<file path="config.mk">
export PLATFORM = sky130hd
export DESIGN_NAME = pwm_phase_gen
export DESIGN_NICKNAME = d
export VERILOG_FILES = /design/src/rtl/pwm_pa_pkg.sv /design/src/rtl/pwm_pa_rst_sync.sv /design/src/rtl/pwm_pa_clamp.sv /design/src/rtl/pwm_pa_shadow.sv /design/src/rtl/pwm_pa_accum.sv /design/src/rtl/pwm_phase_gen.sv
export SDC_FILE = /design/constraint.sdc
export NUM_CORES = 1
export LEC_CHECK = 0
export BUFFER_PORTS_ARGS = -buffer_cell sky130_fd_sc_hd__buf_4
export CAP_MARGIN = 25
export CORE_MARGIN = 4
export CORE_UTILIZATION = 60
export CTS_BUF_LIST = sky130_fd_sc_hd__clkbuf_4 sky130_fd_sc_hd__clkbuf_8
export DETAILED_ROUTE_END_ITERATION = 16
export PLACE_DENSITY = 0.81
export SLEW_MARGIN = 20
export SYNTH_ARGS = -nofsm -noshare
export SYNTH_HDL_FRONTEND = slang
export SYNTH_SLANG_ARGS = --single-unit
</file>
<file path="constraint.sdc">
create_clock -name clk -period 3.6 [get_ports clk]
set_input_delay 0.36 -clock clk [delete_from_list [all_inputs] [get_ports clk]]
set_output_delay 0.36 -clock clk [all_outputs]
set_load 0.005 [all_outputs]
</file>
<file path="src/rtl/pwm_pa_pkg.sv">
package pwm_pa_pkg;
  // Default geometry of the generator
  localparam int unsigned DEF_ACC_W  = 16;
  localparam int unsigned DEF_THR_W  = 8;
  localparam int unsigned DEF_REQ_W  = 20;
  localparam int unsigned DEF_SYNC_N = 2;
endpackage

</file>
<file path="src/rtl/pwm_pa_rst_sync.sv">
module pwm_pa_rst_sync #(
  parameter int unsigned STAGES = 2
) (
  input  logic clk,
  input  logic arst_n,
  output logic rst_ok
);
  logic [STAGES-1:0] sync_q;
  logic [STAGES-1:0] sync_d;

  generate
    if (STAGES > 1) begin : g_chain
      always_comb sync_d = {sync_q[STAGES-2:0], 1'b1};
    end else begin : g_single
      always_comb sync_d = 1'b1;
    end
  endgenerate

  always_ff @(posedge clk or negedge arst_n) begin
    if (!arst_n) sync_q <= '0;
    else         sync_q <= sync_d;
  end

  assign rst_ok = sync_q[STAGES-1];
endmodule

</file>
<file path="src/rtl/pwm_pa_clamp.sv">
module pwm_pa_clamp #(
  parameter int unsigned REQ_W = 20,
  parameter int unsigned ACC_W = 16
) (
  input  logic [REQ_W-1:0] req_i,
  output logic [ACC_W-1:0] step_o
);
  localparam logic [ACC_W-1:0] STEP_MAX = '1;
  localparam logic [ACC_W-1:0] STEP_MIN = ACC_W'(1);

  generate
    if (REQ_W > ACC_W) begin : g_wide
      logic             over;
      logic [ACC_W-1:0] low;
      assign over = |req_i[REQ_W-1:ACC_W];
      assign low  = req_i[ACC_W-1:0];
      always_comb begin
        if (over)            step_o = STEP_MAX;
        else if (low == '0)  step_o = STEP_MIN;
        else                 step_o = low;
      end
    end else begin : g_narrow
      logic [ACC_W-1:0] ext;
      assign ext = ACC_W'(req_i);
      always_comb begin
        if (ext == '0) step_o = STEP_MIN;
        else           step_o = ext;
      end
    end
  endgenerate
endmodule

</file>
<file path="src/rtl/pwm_pa_shadow.sv">
module pwm_pa_shadow #(
  parameter int unsigned ACC_W = 16,
  parameter int unsigned THR_W = 8
) (
  input  logic             clk,
  input  logic             rst_n,
  input  logic             load_i,
  input  logic [ACC_W-1:0] step_i,
  input  logic [THR_W-1:0] thr_i,
  input  logic             en_i,
  input  logic             wrap_i,
  output logic [ACC_W-1:0] step_o,
  output logic [THR_W-1:0] thr_o
);
  logic [ACC_W-1:0] sh_step_q, act_step_q;
  logic [THR_W-1:0] sh_thr_q, act_thr_q;
  logic             pend_q, pend_d;
  logic             commit;

  // Safe points: idle, frozen accumulator, or a wrap edge
  always_comb begin
    commit = pend_q & (~en_i | wrap_i | (act_step_q == '0));
    pend_d = load_i | (pend_q & ~commit);
  end

  always_ff @(posedge clk or negedge rst_n) begin
    if (!rst_n) begin
      sh_step_q <= '0;
      sh_thr_q  <= '0;
    end else if (load_i) begin
      sh_step_q <= step_i;
      sh_thr_q  <= thr_i;
    end
  end

  always_ff @(posedge clk or negedge rst_n) begin
    if (!rst_n) begin
      act_step_q <= '0;
      act_thr_q  <= '0;
    end else if (commit) begin
      act_step_q <= sh_step_q;
      act_thr_q  <= sh_thr_q;
    end
  end

  always_ff @(posedge clk or negedge rst_n) begin
    if (!rst_n) pend_q <= 1'b0;
    else        pend_q <= pend_d;
  end

  assign step_o = act_step_q;
  assign thr_o  = act_thr_q;


  no_glitch_chk: assert property (@(posedge clk) disable iff (!rst_n)
    (en_i && !wrap_i && step_o != '0) |=> ($stable(step_o) && $stable(thr_o)));


  idle_hold_chk: assert property (@(posedge clk) disable iff (!rst_n)
    (!pend_q && !load_i) |=> ($stable(step_o) && $stable(thr_o)));
endmodule

</file>
<file path="src/rtl/pwm_pa_accum.sv">
module pwm_pa_accum #(
  parameter int unsigned ACC_W = 16
) (
  input  logic             clk,
  input  logic             rst_n,
  input  logic             en_i,
  input  logic [ACC_W-1:0] step_i,
  output logic [ACC_W-1:0] acc_o,
  output logic             wrap_o
);
  logic [ACC_W-1:0] acc_q, acc_d;
  logic [ACC_W:0]   sum;

  always_comb begin
    sum    = {1'b0, acc_q} + {1'b0, step_i};
    wrap_o = en_i & sum[ACC_W];
    acc_d  = en_i ? sum[ACC_W-1:0] : '0;
  end

  always_ff @(posedge clk or negedge rst_n) begin
    if (!rst_n) acc_q <= '0;
    else        acc_q <= acc_d;
  end

  assign acc_o = acc_q;


  hold_zero_chk: assert property (@(posedge clk) disable iff (!rst_n)
    !en_i |=> (acc_q == '0));


  zero_step_chk: assert property (@(posedge clk) disable iff (!rst_n)
    (en_i && step_i == '0) |=> $stable(acc_q));


  advance_chk: assert property (@(posedge clk) disable iff (!rst_n)
    (en_i && step_i != '0) |=> !$stable(acc_q));
endmodule

</file>
<file path="src/rtl/pwm_phase_gen.sv">
module pwm_phase_gen #(
  parameter int unsigned ACC_W  = pwm_pa_pkg::DEF_ACC_W,
  parameter int unsigned THR_W  = pwm_pa_pkg::DEF_THR_W,
  parameter int unsigned REQ_W  = pwm_pa_pkg::DEF_REQ_W,
  parameter int unsigned SYNC_N = pwm_pa_pkg::DEF_SYNC_N
) (
  input  logic             clk,
  input  logic             rst_n,
  input  logic             en,
  input  logic [REQ_W-1:0] step_req,
  input  logic [THR_W-1:0] duty_thr,
  input  logic             cfg_load,
  output logic             pwm_o
);
  localparam int unsigned TOP_LSB = ACC_W - THR_W;

  logic             rst_ok;
  logic [ACC_W-1:0] step_clamped;
  logic [ACC_W-1:0] step_act;
  logic [THR_W-1:0] thr_act;
  logic [ACC_W-1:0] acc;
  logic             wrap;
  logic [THR_W-1:0] acc_top;

  pwm_pa_rst_sync #(.STAGES(SYNC_N)) u_rst (
    .clk    (clk),
    .arst_n (rst_n),
    .rst_ok (rst_ok)
  );

  pwm_pa_clamp #(.REQ_W(REQ_W), .ACC_W(ACC_W)) u_clamp (
    .req_i  (step_req),
    .step_o (step_clamped)
  );

  pwm_pa_shadow #(.ACC_W(ACC_W), .THR_W(THR_W)) u_shadow (
    .clk    (clk),
    .rst_n  (rst_ok),
    .load_i (cfg_load),
    .step_i (step_clamped),
    .thr_i  (duty_thr),
    .en_i   (en),
    .wrap_i (wrap),
    .step_o (step_act),
    .thr_o  (thr_act)
  );

  pwm_pa_accum #(.ACC_W(ACC_W)) u_acc (
    .clk    (clk),
    .rst_n  (rst_ok),
    .en_i   (en),
    .step_i (step_act),
    .acc_o  (acc),
    .wrap_o (wrap)
  );

  assign acc_top = acc[ACC_W-1:TOP_LSB];
  assign pwm_o   = en & (acc_top > thr_act);


  thr_max_low_chk: assert property (@(posedge clk) disable iff (!rst_ok)
    (thr_act == '1) |-> !pwm_o);


  disabled_low_chk: assert property (@(posedge clk) disable iff (!rst_ok)
    !en |-> !pwm_o);


  step_nonzero_chk: assert property (@(posedge clk) disable iff (!rst_ok)
    step_clamped != '0);


  reset_low_chk: assert property (@(posedge clk)
    !rst_ok |-> !pwm_o);
endmodule

</file>
Yosys cells after proc, flatten, opt, wreduce, memory -nomap -nowiden:

Index checks and enable logic that the tools add are counted.

* register bits: 67
* bits of input ports: 32
* output and inout port bits: 1

* add/sub/neg operators: 1
* $lt $le $gt $ge: 1
* mux-type cells: 3
* bitwise logic cells: 9
* reductions and logical operators: 3

Operator list (count)
* two-way mux 16 bit: 3
* logical NOT 16 bit: 2
* adder 16 x 16 -> 17 bit: 1
* greater-than comparator 8 bit: 1
* AND 1 bit: 4
* OR reduction 4 bit: 1
* OR 1 bit: 3
* inverter 1 bit: 2

Logic depth before layout (Yosys ltp):

* depth in word-level cells: 8
* mapped depth: 9
* gate-level depth less buffers: 8

Cells and area by module:

From an unflattened synthesis, not the netlist that was laid out.

* cells, all modules: 295
* area, all modules: 3590.9 µm²

By module, submodules not included
* pwm_pa_shadow: instances 1, cells each 111, area each 1960.6 µm², seq. area each 1226.2 µm²
* pwm_pa_accum: instances 1, cells each 131, area each 1212.4 µm², seq. area each 400.4 µm²
* pwm_phase_gen: instances 1, cells each 27, area each 197.7 µm², seq. area each 0.0 µm²
* pwm_pa_clamp: instances 1, cells each 23, area each 166.4 µm², seq. area each 0.0 µm²
* pwm_pa_rst_sync: instances 1, cells each 3, area each 53.8 µm², seq. area each 50.0 µm²

Least setup slack after synthesis:

Ideal clock, no wire load.

* kind: register to register
* start point: register u_shadow.act_step_q[0] (netlist: u_shadow.step_o[0])
* end point: register u_shadow.act_step_q[10] (netlist: u_shadow.step_o[10])
* setup time: 0.125 ns
* arrival: 2.488 ns
* required time: 3.475 ns
* setup slack: 0.987 ns
* cell stages (with the launch flop): 10
* path buffers: 1
* period minus slack after synthesis: 2.613 ns
* cell sequence: dfrtp_1 ha_1 fa_1 a211oi_2 nor3_1 o21ai_2 a21oi_2 o31ai_4 buf_6 mux2_2

* cells in the longest elaborated chain, start to end: 5

RTL lines
* start: declaration: line pwm_pa_shadow.sv:15 `logic [ACC_W-1:0] sh_step_q, act_step_q;`
* start signal: assignment: line pwm_pa_shadow.sv:41 `act_step_q <= sh_step_q;`
* adder 16 x 16 -> 17 bit: line pwm_pa_accum.sv:15 `sum = {1'b0, acc_q} + {1'b0, step_i};`
* AND 1 bit: line pwm_pa_accum.sv:16 `wrap_o = en_i & sum[ACC_W];`
* OR 1 bit: line pwm_pa_shadow.sv:22 `commit = pend_q & (~en_i | wrap_i | (act_step_q == '0));`
* OR 1 bit *: line pwm_pa_shadow.sv:22
* AND 1 bit *: line pwm_pa_shadow.sv:22

Mark *: on every way between the ends. The rest lies on a longest branch, timed or not.
A chain may end at the register's enable or synchronous reset.

Worst setup path after layout:

* start point: register u_shadow.act_step_q[0] (netlist: u_shadow.step_o[0])
* end point: register u_shadow.act_step_q[5] (netlist: u_shadow.step_o[5])

The elaborated chain is that of the path after synthesis.

==> flow_metrics.env <==
export IMPL_clk_latency_ns=0.34
export IMPL_synth_warnings=0
export IMPL_diodes=0
export IMPL_ys_seq_area_share_pct=50.1
export IMPL_start_util_pct=63.5
export IMPL_min_period_over_period_pct=79.9
export IMPL_drt_first_pass_iters=5
export IMPL_path_class="reg -> reg"
export IMPL_setup_tns_ns=0
export IMPL_fp_dieArea_um2=6840
export IMPL_synth_compound_area_share_pct=13.6
export IMPL_slew_headroom_pct=44.4
export IMPL_first_global_vias=2357
export IMPL_fmax_mhz=348
export IMPL_min_from="step_req[8]"
export IMPL_vias_per_cell=5.79
export IMPL_synth_fa_ha_area_share_pct=9.57
export IMPL_syn_num_nets=341
export IMPL_syn_area_per_cell_um2=11.8
export IMPL_grtUsageTotal_pct=22.4
export IMPL_maxSlewViolCount=0
export IMPL_multi_input_area_um2=1580
export IMPL_hp_class="in -> reg"
export IMPL_gp_congestion=0.882
export IMPL_die_w_um=82.7
export IMPL_io_buffers=32
export IMPL_status="finished, final reports clean"
export IMPL_leakage_nw=1.63
export IMPL_synth_area_leader_cell="dfrtp_1"
export IMPL_dp_hpwl_mm=4.68
export IMPL_synth_edf_count=0
export IMPL_netlist_top_cells_area="dfrtp_1, mux2_2, ha_1"
export IMPL_drv_cap=0
export IMPL_antenna_found_initial=0
export IMPL_synth_seq_cells=67
export IMPL_grt_setup_unrepaired="false"
export IMPL_cp_max_fo=24
export IMPL_wl_mm=6.54
export IMPL_clkSinkCount=67
export IMPL_fp_coreArea_um2=5270
export IMPL_die_height_um=82.7
export IMPL_start_kind="flip-flop"
export IMPL_syn_inst=284
export IMPL_async_flop_share_pct=100
export IMPL_synth_distinct_cells=40
export IMPL_max_vdd_ir_drop_v=0.000582
export IMPL_startpoint="u_shadow.step_o[0]"
export IMPL_worst_ep_arrival_time_ns=3.10
export IMPL_drc=0
export IMPL_drtIter0Drc=119
export IMPL_ant_nets=0
export IMPL_final_core_util_pct=73.7
export IMPL_vias=2300
export IMPL_yosys_area_share_simple_pct=10.0
export IMPL_period_needed_ns=2.87
export IMPL_cts_root_buf="clkbuf_8"
export IMPL_max_slew_worst_pin_slew_ns=0.833
export IMPL_wl_per_cell_um=16.5
export IMPL_cts_htree_levels=3
export IMPL_seqCellArea_um2=1680
export IMPL_cts_made_buffers=9
export IMPL_cts_setup_buffers=0
export IMPL_synth_area_mux_share_pct=11.4
export IMPL_synth_top_family_by_area="compound AO/OA/AOI/OAI gates"
export IMPL_cp_data_required_time_ns=3.82
export IMPL_grt_max_degree=40
export IMPL_yosys_area_share_xor_xnor_pct=2.62
export IMPL_ios=33
export IMPL_grt_overflow=0
export IMPL_end_kind="flip-flop"
export IMPL_synth_top_cell_area_share_pct=50.1
export IMPL_fillCellCount=380
export IMPL_rows=26
export IMPL_timing_rr_start="u_shadow.step_o[0]"
export IMPL_path_clk_slew_ns=0.07
export IMPL_synth_ff_type="dfrtp_1"
export IMPL_drive_gt1_share_pct=26.6
export IMPL_grt_pass1_wl_mm=11.3
export IMPL_area_growth_syn_to_layout_pct=16.1
export IMPL_finalSetupViolCount=0
export IMPL_nets=379
export IMPL_total_power_w=0.00310
export IMPL_netlist_area_um2=3350
export IMPL_cts_tree="done"
export IMPL_clock_path_buffers=2
export IMPL_hold_viol=0
export IMPL_finalClockSkew_ns=0.00573
export IMPL_power_density_nw_per_um2=797
## report_power, final
| part | switching [W] | internal (W) | total (W) |
|---|---|---|---|
| logic | 0.000718 | 0.000657 | 0.00138 |
| registers | 0.000107 | 0.000907 | 0.00101 |
| clock network | 0.000286 | 0.000420 | 0.000706 |
## flip-flops by register name, indices dropped and copies added, names as in the netlist
| register | count |
|---|---|
| u_shadow.step_o | 16 |
| u_rst.sync_q | 2 |
| u_shadow.thr_o | 8 |
| u_shadow.pend_q | 1 |
| u_acc.acc_o | 16 |
| u_shadow.sh_step_q | 16 |
| u_shadow.sh_thr_q | 8 |
## cell type report
class | instances | area share [%]
Sequential cell | 67 | 43.2
Timing Repair Buffer | 35 | 6.83
Clock buffer | 11 | 3.73
Inverter | 11 | 1.06
Multi-Input combinational cell | 198 | 40.8
Clock inverter | 5 | 2.19
Tap cell | 70 | 2.25
## cell usage in the layout, fill, tap and decap left out, types with 2 or more instances in the layout
master     count
a31oi_1        2
and2_1        12
a21oi_1       17
nor4_1         9
dfrtp_1       66
a21o_1         5
o21ai_0       13
mux2_2        32
clkbuf_8      10
bufinv_16      2
nand3_1        3
buf_4         34
nand2b_1       3
o22a_1        15
nor2_1        11
xor2_1         6
nand4_1        5
inv_1         11
a211oi_1       3
nor2b_1        3
mux2i_1        2
xnor2_1        4
nand2_1       12
nor3b_1        2
ha_1          24
## through the flow
stage	cell area, µm²	cells	hold slack [ns]	worst slack [ns]
final	3890	397	0.235	0.725
after global routing	3890	397	0.221	0.611
after CTS	3890	397	0.225	0.740
after detailed placement	3650	380	0.144	0.803
after global placement	3650	380	0.143	0.862
after floorplan	3350	284	0.0644	0.987
## worst max-delay path: stages, from the launching register on
cell      delay [ns]
dfrtp_1         0.40
ha_1            0.25
fa_1            0.45
a211oi_2        0.27
nor3_1          0.11
o21ai_2         0.21
a21oi_2         0.10
o31ai_4         0.23
buf_4           0.33
mux2_2          0.39
## cell families (layout without fill, tap and decap cells)
logic type	count (synthesis)	after routing
adders and majority gates	25	25
and+or+nand+nor	63	63
AOI/OAI and AO/OA	65	65
muxes	34	34
xor gates and xnor gates	10	10
DFF	67	67
other	1	1
buffers and inverters	19	62
## cells in the mapped netlist (3+ instances only)
library cell / count
nand4_1: 5
nor2_1: 11
a211oi_1: 3
nand3_1: 3
nor2b_1: 3
o21ai_0: 13
mux2_2: 32
dfrtp_1: 67
inv_1: 11
clkbuf_1: 5
o22a_1: 15
nand2b_1: 3
a21oi_1: 17
and2_1: 12
nand2_1: 12
ha_1: 24
xnor2_1: 4
xor2_1: 6
nor4_1: 9
a21o_1: 5
## timing repair
| item | 4_1_cts | 5_1_grt |
|---|---|---|
| endpoints found under the hold margin | 2 | 0 |
| hold buffers | 1 | 0 |
| gates resized for setup | 0 | 0 |
## path summary, 6_finish.rpt
path,cells after the start,to,slack (ns)
setup reg to reg,9,u_shadow.step_o[5],0.73
setup / recovery,9,u_shadow.step_o[5],0.73
hold / removal,2,u_shadow.sh_step_q[8],0.23
hold reg to reg,0,u_rst.sync_q[1],0.35
min in group asynchronous,2,u_rst.sync_q[1],0.33
max in group asynchronous,1,u_acc.acc_o[11],2.36
## metal layers
layer	track usage, %	up-vias	part of all wire [%]
met1	30.5	1122	47
li1	-	1120	-
met2	35.1	47	47
met3	6.18	11	4.6
met5	0	-	0
met4	6.37	0	1.5
Power figures use the tool's default switching activity.
